### config.mk
export PLATFORM = sky130hd
export DESIGN_NAME = tick_timer_bank
export DESIGN_NICKNAME = d
export VERILOG_FILES = /design/src/rtl/tmr_pkg.sv /design/src/rtl/tmr_prescaler.sv /design/src/rtl/tmr_channel.sv /design/src/rtl/tick_timer_bank.sv
export SDC_FILE = /design/constraint.sdc
export NUM_CORES = 1
export LEC_CHECK = 0
export ABC_AREA = 1
export BUFFER_PORTS_ARGS = -buffer_cell sky130_fd_sc_hd__buf_2
export CORE_ASPECT_RATIO = 1.75
export CORE_UTILIZATION = 68
export CTS_CLUSTER_DIAMETER = 60
export CTS_CLUSTER_SIZE = 30
export DETAILED_ROUTE_END_ITERATION = 8
export GPL_TIMING_DRIVEN = 0
export PLACE_DENSITY_LB_ADDON = 0.1
export REMOVE_ABC_BUFFERS = 1
export SKIP_CTS_REPAIR_TIMING = 1
export SLEW_MARGIN = 30
export SYNTH_ARGS = -nofsm -noshare
export SYNTH_HDL_FRONTEND = slang
export SYNTH_SLANG_ARGS = --single-unit
### constraint.sdc
create_clock -name clk -period 6.4 [get_ports clk]
set_input_delay 1.28 -clock clk [delete_from_list [all_inputs] [get_ports clk]]
set_output_delay 1.28 -clock clk [all_outputs]
set_load 0.01 [all_outputs]
### src/rtl/tmr_pkg.sv
package tmr_pkg;
    typedef enum logic {CH_HALT, CH_RUN} ch_state_e;

    localparam int CNT_W      = 32;
    localparam int CTL_W      = 16;
    localparam int RUN_W      = 8;
    localparam int PRE_W      = 8;
    localparam int FLAG_BIT   = 8;
    localparam int IEN_BIT    = 5;
    localparam int SEL_W      = 3;

    localparam logic [1:0] IDX_RELOAD = 2'd0;
    localparam logic [1:0] IDX_COUNT  = 2'd1;
    localparam logic [1:0] IDX_CTRL   = 2'd2;
endpackage

### src/rtl/tmr_prescaler.sv
module tmr_prescaler
    import tmr_pkg::*;
(
    input  logic             clk,
    input  logic             rst_n,
    input  logic             active,
    input  logic [SEL_W-1:0] sel,
    output logic             tick
);
    logic [PRE_W-1:0] phase_q;
    logic [PRE_W-1:0] limit;

    always_comb begin
        case (sel)
            3'd1:    limit = PRE_W'(15);
            3'd2:    limit = PRE_W'(63);
            3'd3:    limit = PRE_W'(255);
            default: limit = PRE_W'(3);
        endcase
    end

    assign tick = active && (phase_q >= limit);

    always_ff @(posedge clk or negedge rst_n) begin
        if (!rst_n)
            phase_q <= '0;
        else if (!active || tick)
            phase_q <= '0;
        else
            phase_q <= phase_q + PRE_W'(1);
    end
endmodule

### src/rtl/tmr_channel.sv
module tmr_channel
    import tmr_pkg::*;
(
    input  logic             clk,
    input  logic             rst_n,
    input  logic             run_i,
    input  logic             we_reload,
    input  logic             we_count,
    input  logic             we_ctrl,
    input  logic [CNT_W-1:0] wdata,
    output logic [CNT_W-1:0] reload_o,
    output logic [CNT_W-1:0] count_o,
    output logic [CTL_W-1:0] ctrl_o,
    output logic             irq_o
);
    ch_state_e        state_q, state_d;
    logic [CNT_W-1:0] reload_q, count_q;
    logic [SEL_W-1:0] sel_q;
    logic             ien_q, flag_q;
    logic             tick, uflow;

    tmr_prescaler u_pre (
        .clk    (clk),
        .rst_n  (rst_n),
        .active (state_q == CH_RUN),
        .sel    (sel_q),
        .tick   (tick)
    );

    assign uflow = tick && (count_q == '0);

    // next-state logic
    always_comb begin
        state_d = state_q;
        unique case (state_q)
            CH_HALT: if (run_i)  state_d = CH_RUN;
            CH_RUN:  if (!run_i) state_d = CH_HALT;
        endcase
    end

    // state register
    always_ff @(posedge clk or negedge rst_n) begin
        if (!rst_n) state_q <= CH_HALT;
        else        state_q <= state_d;
    end

    always_ff @(posedge clk or negedge rst_n) begin
        if (!rst_n) begin
            reload_q <= '1;
            count_q  <= '1;
            sel_q    <= '0;
            ien_q    <= 1'b0;
            flag_q   <= 1'b0;
        end else begin
            if (we_reload) reload_q <= wdata;
            if (we_count)
                count_q <= wdata;
            else if (uflow)
                count_q <= reload_q;
            else if (tick)
                count_q <= count_q - CNT_W'(1);
            if (we_ctrl) begin
                sel_q <= wdata[SEL_W-1:0];
                ien_q <= wdata[IEN_BIT];
            end
            if (uflow)
                flag_q <= 1'b1;
            else if (we_ctrl && !wdata[FLAG_BIT])
                flag_q <= 1'b0;
        end
    end

    // outputs
    always_comb begin
        reload_o = reload_q;
        count_o  = count_q;
        ctrl_o   = '0;
        ctrl_o[SEL_W-1:0] = sel_q;
        ctrl_o[IEN_BIT]   = ien_q;
        ctrl_o[FLAG_BIT]  = flag_q;
        irq_o    = flag_q && ien_q;
    end
endmodule

### src/rtl/tick_timer_bank.sv
module tick_timer_bank
    import tmr_pkg::*;
#(
    parameter int NUM_CH = 3,
    parameter int ADDR_W = 8
) (
    input  logic              clk,
    input  logic              rst_n,
    input  logic              bus_we,
    input  logic [ADDR_W-1:0] bus_addr,
    input  logic [CNT_W-1:0]  bus_wdata,
    output logic [CNT_W-1:0]  bus_rdata,
    output logic [NUM_CH-1:0] irq
);
    localparam int SLOT_W = ADDR_W - 4;
    localparam logic [RUN_W-1:0] RUN_MASK = RUN_W'((1 << NUM_CH) - 1);

    logic [RUN_W-1:0]  run_q;
    logic [CNT_W-1:0]  cst_v [NUM_CH];
    logic [CNT_W-1:0]  cnt_v [NUM_CH];
    logic [CTL_W-1:0]  ctl_v [NUM_CH];
    logic [SLOT_W-1:0] slot;
    logic [1:0]        idx;
    logic              aligned, hit_run;

    assign slot    = bus_addr[ADDR_W-1:4];
    assign idx     = bus_addr[3:2];
    assign aligned = (bus_addr[1:0] == 2'b00);
    assign hit_run = (bus_addr == '0);

    always_ff @(posedge clk or negedge rst_n) begin
        if (!rst_n)                 run_q <= '0;
        else if (bus_we && hit_run) run_q <= bus_wdata[RUN_W-1:0] & RUN_MASK;
    end

    for (genvar c = 0; c < NUM_CH; c++) begin : g_ch
        logic sel_ch;
        assign sel_ch = aligned && (slot == SLOT_W'(c + 1));
        tmr_channel u_ch (
            .clk       (clk),
            .rst_n     (rst_n),
            .run_i     (run_q[c]),
            .we_reload (bus_we && sel_ch && idx == IDX_RELOAD),
            .we_count  (bus_we && sel_ch && idx == IDX_COUNT),
            .we_ctrl   (bus_we && sel_ch && idx == IDX_CTRL),
            .wdata     (bus_wdata),
            .reload_o  (cst_v[c]),
            .count_o   (cnt_v[c]),
            .ctrl_o    (ctl_v[c]),
            .irq_o     (irq[c])
        );
    end

    always_comb begin
        bus_rdata = '0;
        if (hit_run) bus_rdata = CNT_W'(run_q);
        for (int c = 0; c < NUM_CH; c++) begin
            if (aligned && slot == SLOT_W'(c + 1)) begin
                case (idx)
                    IDX_RELOAD: bus_rdata = cst_v[c];
                    IDX_COUNT:  bus_rdata = cnt_v[c];
                    IDX_CTRL:   bus_rdata = CNT_W'(ctl_v[c]);
                    default:    bus_rdata = '0;
                endcase
            end
        end
    end
endmodule

After elaboration in Yosys (flattened, before gate mapping)

Cells that the tools add are included.

Add/sub/neg operators: 6
Order comparisons: 3
Equality and inequality tests: 14
Muxes and demuxes: 31
Reductions and logical operators: 47

Operators with widths:

| cell                                                 | number |
|---|---|
| 2-to-1 mux 32 bit                                    | 12 |
| one-hot mux 32 bit (3 select lines)                  | 3 |
| zero test 32 bit                                     | 3 |
| subtractor 32 x 1 -> 32 bit (second input constant)  | 3 |
| one-hot mux 8 bit (3 select lines)                   | 3 |
| logical AND 1 bit                                    | 28 |
| adder 8 x 1 -> 8 bit (second input constant)         | 3 |
| greater-or-equal comparator 8 bit                    | 3 |
| 2-to-1 mux 8 bit                                     | 3 |
| equality test 3 x 2 -> 1 bit (second input constant) | 6 |
| equality test 3 x 1 -> 1 bit (second input constant) | 3 |
| 2-to-1 mux 1 bit                                     | 9 |
| nonzero test 3 bit                                   | 3 |
| equality test 4 x 2 -> 1 bit (second input constant) | 2 |
| zero test 8 bit                                      | 1 |
| nonzero test 2 bit                                   | 3 |
| equality test 4 x 1 -> 1 bit (second input constant) | 1 |
| zero test 1 bit                                      | 4 |
| zero test 2 bit                                      | 2 |
| logical OR 1 bit                                     | 3 |
| 2-to-1 mux 3 bit                                     | 1 |
| equality test 2 x 1 -> 1 bit (second input constant) | 1 |
| equality test 2 bit (second input constant)          | 1 |

Register bits: 237
Output and inout port bits: 35
Logic and storage cells: 123

Longest topological paths before layout

Depth in word-level cells: 7
Mapped depth: 15
Depth with buffers taken out: 14

Modules after synthesis

From an unflattened synthesis, not the netlist that was laid out.

Cells, all modules: 2446
Area, all modules: 16950.0 µm²

By module, submodules not included:

| module                          | instances | cells each | area an instance (µm²) | sequential area each (µm²) |
|---|---|---|---|---|
| tmr_channel at g_ch[1].u_ch ... | 2         | 559        | 4295.4                 | 1831.8 |
| tmr_channel at g_ch[0].u_ch     | 1         | 561        | 4317.9                 | 1831.8 |
| tick_timer_bank                 | 1         | 560        | 2352.3                 | 75.1 |
| tmr_prescaler                   | 3         | 69         | 563.0                  | 200.2 |

Least setup slack after synthesis

Ideal clock, no wire load.

Kind: input-to-output
Start: in bus_addr[2]
End: out bus_rdata[25]
Data arrival time: 2.377 ns
Required time: 5.120 ns
Slack: 2.743 ns
Stages on the path: 7
Path buffers: 2
Cells stage by stage: nor2_1 > inv_1 > clkbuf_1 > buf_1 > o22ai_1 > nand2_1 > nand3_1

Cells in the longest elaborated chain, start to end: 5
Elaborated cells on any way between the ends: 9
Those cells by class: eq/ne (2); mux (6); reduce/logical (1)

RTL lines:

| what                                        | RTL line              | RTL |
|---|---|---|
| start, declared                             | tick_timer_bank.sv:10 | `input logic [ADDR_W-1:0] bus_addr,` |
| equality test 2 bit (tied with other cells) | tick_timer_bank.sv:59 | `case (idx)` |
| one-hot mux 32 bit (3 select lines)         | tick_timer_bank.sv:59 |  |
| 2-to-1 mux 32 bit (2 in series)             | tick_timer_bank.sv:58 | `if (aligned && slot == SLOT_W'(c + 1)) begin` |
| 2-to-1 mux 32 bit *                         | tick_timer_bank.sv:58 |  |
| end, declared                               | tick_timer_bank.sv:12 | `output logic [CNT_W-1:0] bus_rdata,` |

Every way passes the cells marked *; elsewhere a longest branch is shown, timed or not.

Worst setup path in the final report

Start: in bus_addr[2]
End: out bus_rdata[5]

The elaborated chain is that of the path after synthesis.

==> impl_metrics.env <==
export IMPL_wl_per_cell_um=19.5
export IMPL_period_minus_slack_ps=4570
export IMPL_max_slew_margin_pct=33.8
export IMPL_grt_max_degree=87
export IMPL_placed_cells_incl_taps=2526
export IMPL_tightest_slew_ps=991
export IMPL_crit_top_cell="buf_2"
export IMPL_hold_viol_final=0
export IMPL_crit_end="bus_rdata[5]"
export IMPL_rows=73
export IMPL_hold_slack_ps=422
export IMPL_netlist_instances=2229
export IMPL_worstPathRequired_ps=5120
export IMPL_via_per_inst=6.08
export IMPL_clkLatencyLatePin_ps=520
export IMPL_cp_start_kind="primary input"
export IMPL_rr_startpoint="g_ch[2].u_ch.sel_q[1]$_DFFE_PN0P_"
export IMPL_initial_core_util_pct=68.9
export IMPL_crit_type="primary input to primary output"
export IMPL_cp_max_fo=48
export IMPL_grt_antenna_before_repair=0
export IMPL_routed_wl_mm=49.7
export IMPL_cp_top_family="buffers and inverters"
export IMPL_utilization_pct=73.7
export IMPL_synth_top_area_share_pct=32.3
export IMPL_powerDensity_nw_per_um2=225
export IMPL_ys_ff_latch=237
export IMPL_ir_drop_uv=276
export IMPL_cp_num_buf_inv=3
export IMPL_htree_levels=1
export IMPL_dr_pass1_iters=8
export IMPL_timing_reg2reg_setup_slack_ps=2690
export IMPL_fp_dieH_um=202
export IMPL_drcViolationCount=0
export IMPL_vias=15500
export IMPL_clock_fmax_ghz=0.219
export IMPL_setup_viol=0
export IMPL_synth_edf_count=0
export IMPL_power_total_mw=3.75
export IMPL_portBuffers=77
export IMPL_critPathArrivalTime_ps=3290
export IMPL_syn_cell_area_um2=15600
export IMPL_ys_seq_area_share_pct=39.5
export IMPL_cts_sinks=237
export IMPL_async_reset_ff_share_pct=100
export IMPL_cts_buffers=15
export IMPL_worstRegToRegCells=12
export IMPL_gp_congestion=0.987
export IMPL_cts_tree="built"
export IMPL_crit_start="bus_addr[2]"
export IMPL_critPathSlowestCell="nor2_4"
export IMPL_outcome="completed"
export IMPL_p_leak_nw=7.75
export IMPL_yosysMostFrequentCell="nand2_1"
export IMPL_synth_area_leader_cell="dfstp_2"
export IMPL_path_depth=7
export IMPL_cts_buffer_depth=3
export IMPL_drive_above_1_share_pct=16.5
export IMPL_drv_slew=0
export IMPL_cts_root_buffer="clkbuf_16"
export IMPL_die_w_um=117
export IMPL_die_area_um2=23600
export IMPL_grt_usage_pct=43.1
export IMPL_max_cap_violations=0
export IMPL_fin_crit_sh_pct=71.5
export IMPL_crit_chain="buf_2 -> nor2_4 -> inv_4 -> o22ai_1 -> a21oi_1 -> o221ai_1 -> buf_2"
export IMPL_finalNetCount=2308
export IMPL_diodes=0
export IMPL_instances_no_fill=2551
export IMPL_ys_warn_count=0
export IMPL_rsz0062_at_grt="false"
export IMPL_dp_hpwl_mm=35.9
export IMPL_synthTopCellsByCount="657 x nand2_1, 278 x inv_1, 203 x nor2_1, 192 x dfstp_2, 186 x o21ai_0"
export IMPL_hp_class="flop to flop"
export IMPL_endpoint_kind="primary output"
export IMPL_syn_avg_cell_area_um2=7.01
export IMPL_yosysUniqueCellTypes=44
export IMPL_ios=78
export IMPL_fin_worst_skew_ps=19.1
export IMPL_grt_ovfl_total=0
export IMPL_drtIter0Drc=1637
export IMPL_synth_area_leaders="dfstp_2 32%, nand2_1 16%, dfrtp_1 7.2%"
export IMPL_area_growth_pct=6.94
export IMPL_synthFlopType="dfstp_2"
export IMPL_grt_pass1_vias=15000
export IMPL_core_area_um2=22700
export IMPL_rr_endpoint="g_ch[2].u_ch.count_o[30]$_DFFE_PN1P_"
export IMPL_clkTransAtPathRegs_ps=100
export IMPL_antenna_left=0
export IMPL_fillers=1855
export IMPL_max_stage_delay_ps=560
export IMPL_grt_pass1_wl_mm=77.2
-- cell type report --
class / instances / area [µm²] / share of cell area (%)
sequential: 237 / 6170 / 37.0
inverter: 293 / 1100 / 6.60
clock buffer: 17 / 383 / 2.29
tap: 300 / 375 / 2.25
multi-input combinational: 1613 / 8010 / 47.9
clock inverter: 8 / 110 / 0.659
timing repair buffer: 83 / 553 / 3.31
-- cell families (layout without fill, tap and decap cells) --
group,Yosys count,count (layout),share of synthesized area (%)
and+or+nand+nor,1132,1132,31.0
DFF,237,237,39.5
buffers and inverters,379,401,9.63
xor gates and xnor gates,67,67,3.76
adders and majority gates,22,22,1.76
AOI/OAI and AO/OA,392,392,14.4
-- how the worst min path moves through the flow --
stage                                           to                 start  slack (ps)  cells after the start
floorplan           g_ch[0].u_ch.state_q$_DFF_PN0_  run_q[0]$_DFFE_PN0P_         370                      0
global placement    g_ch[2].u_ch.state_q$_DFF_PN0_  run_q[2]$_DFFE_PN0P_         390                      0
detailed placement  g_ch[2].u_ch.state_q$_DFF_PN0_  run_q[2]$_DFFE_PN0P_         400                      0
CTS                 g_ch[2].u_ch.state_q$_DFF_PN0_  run_q[2]$_DFFE_PN0P_         420                      0
global route        g_ch[2].u_ch.state_q$_DFF_PN0_  run_q[2]$_DFFE_PN0P_         450                      0
finish              g_ch[2].u_ch.state_q$_DFF_PN0_  run_q[2]$_DFFE_PN0P_         420                      0
-- layer usage --
layer	vias to the layer above	routed length, µm	track usage (%)	share of wire [%]
li1	7233	-	-	-
met1	7316	18200	51.5	37
met2	752	24400	71.6	49
met3	207	3620	5.04	7.3
met4	0	3540	29.2	7.1
met5	-	0	0	0
-- flip-flops by register name, summed over array words and instances (netlist names) --
register                 flops
run_q                        3
g_ch.u_ch.ien_q              3
g_ch.u_ch.u_pre.phase_q     24
g_ch.u_ch.sel_q              9
g_ch.u_ch.count_o           96
g_ch.u_ch.state_q            3
g_ch.u_ch.reload_o          96
g_ch.u_ch.flag_q             3
-- per-stage QoR --
step	worst slack (ps)	cell area, µm²	setup TNS (ps)
after floorplan	447	15200	0
after global placement	-3290	16000	-264670
after detailed placement	1740	16200	0
after CTS	1890	16700	0
after global routing	1710	16700	0
final	1830	16700	0
-- power by group --
| group | switching, mW | internal, mW | total [mW] |
|---|---|---|---|
| clock | 0.584 | 0.495 | 1.08 |
| sequential | 0.0609 | 1.61 | 1.67 |
| combinational | 0.694 | 0.303 | 0.997 |
| total | 1.34 | 2.41 | 3.75 |
-- cells in the final DEF, fill, tap and decap left out, drive strengths merged, types with 5 or more instances in the layout --
cell type and n:
nand2 668, inv 290, nor2 227, o21ai 195, dfstp 192, nand3 173, o22ai 112, buf 83
xor2 67, dfrtp 45, a21oi 36, nand4 24, o211ai 24, ha 22, nor3 19, clkbuf 17
o21bai 10, or2 8, clkinv 8, a21o 7, and3 6, nor3b 6, o221ai 5
Power figures use the tool's default switching activity.
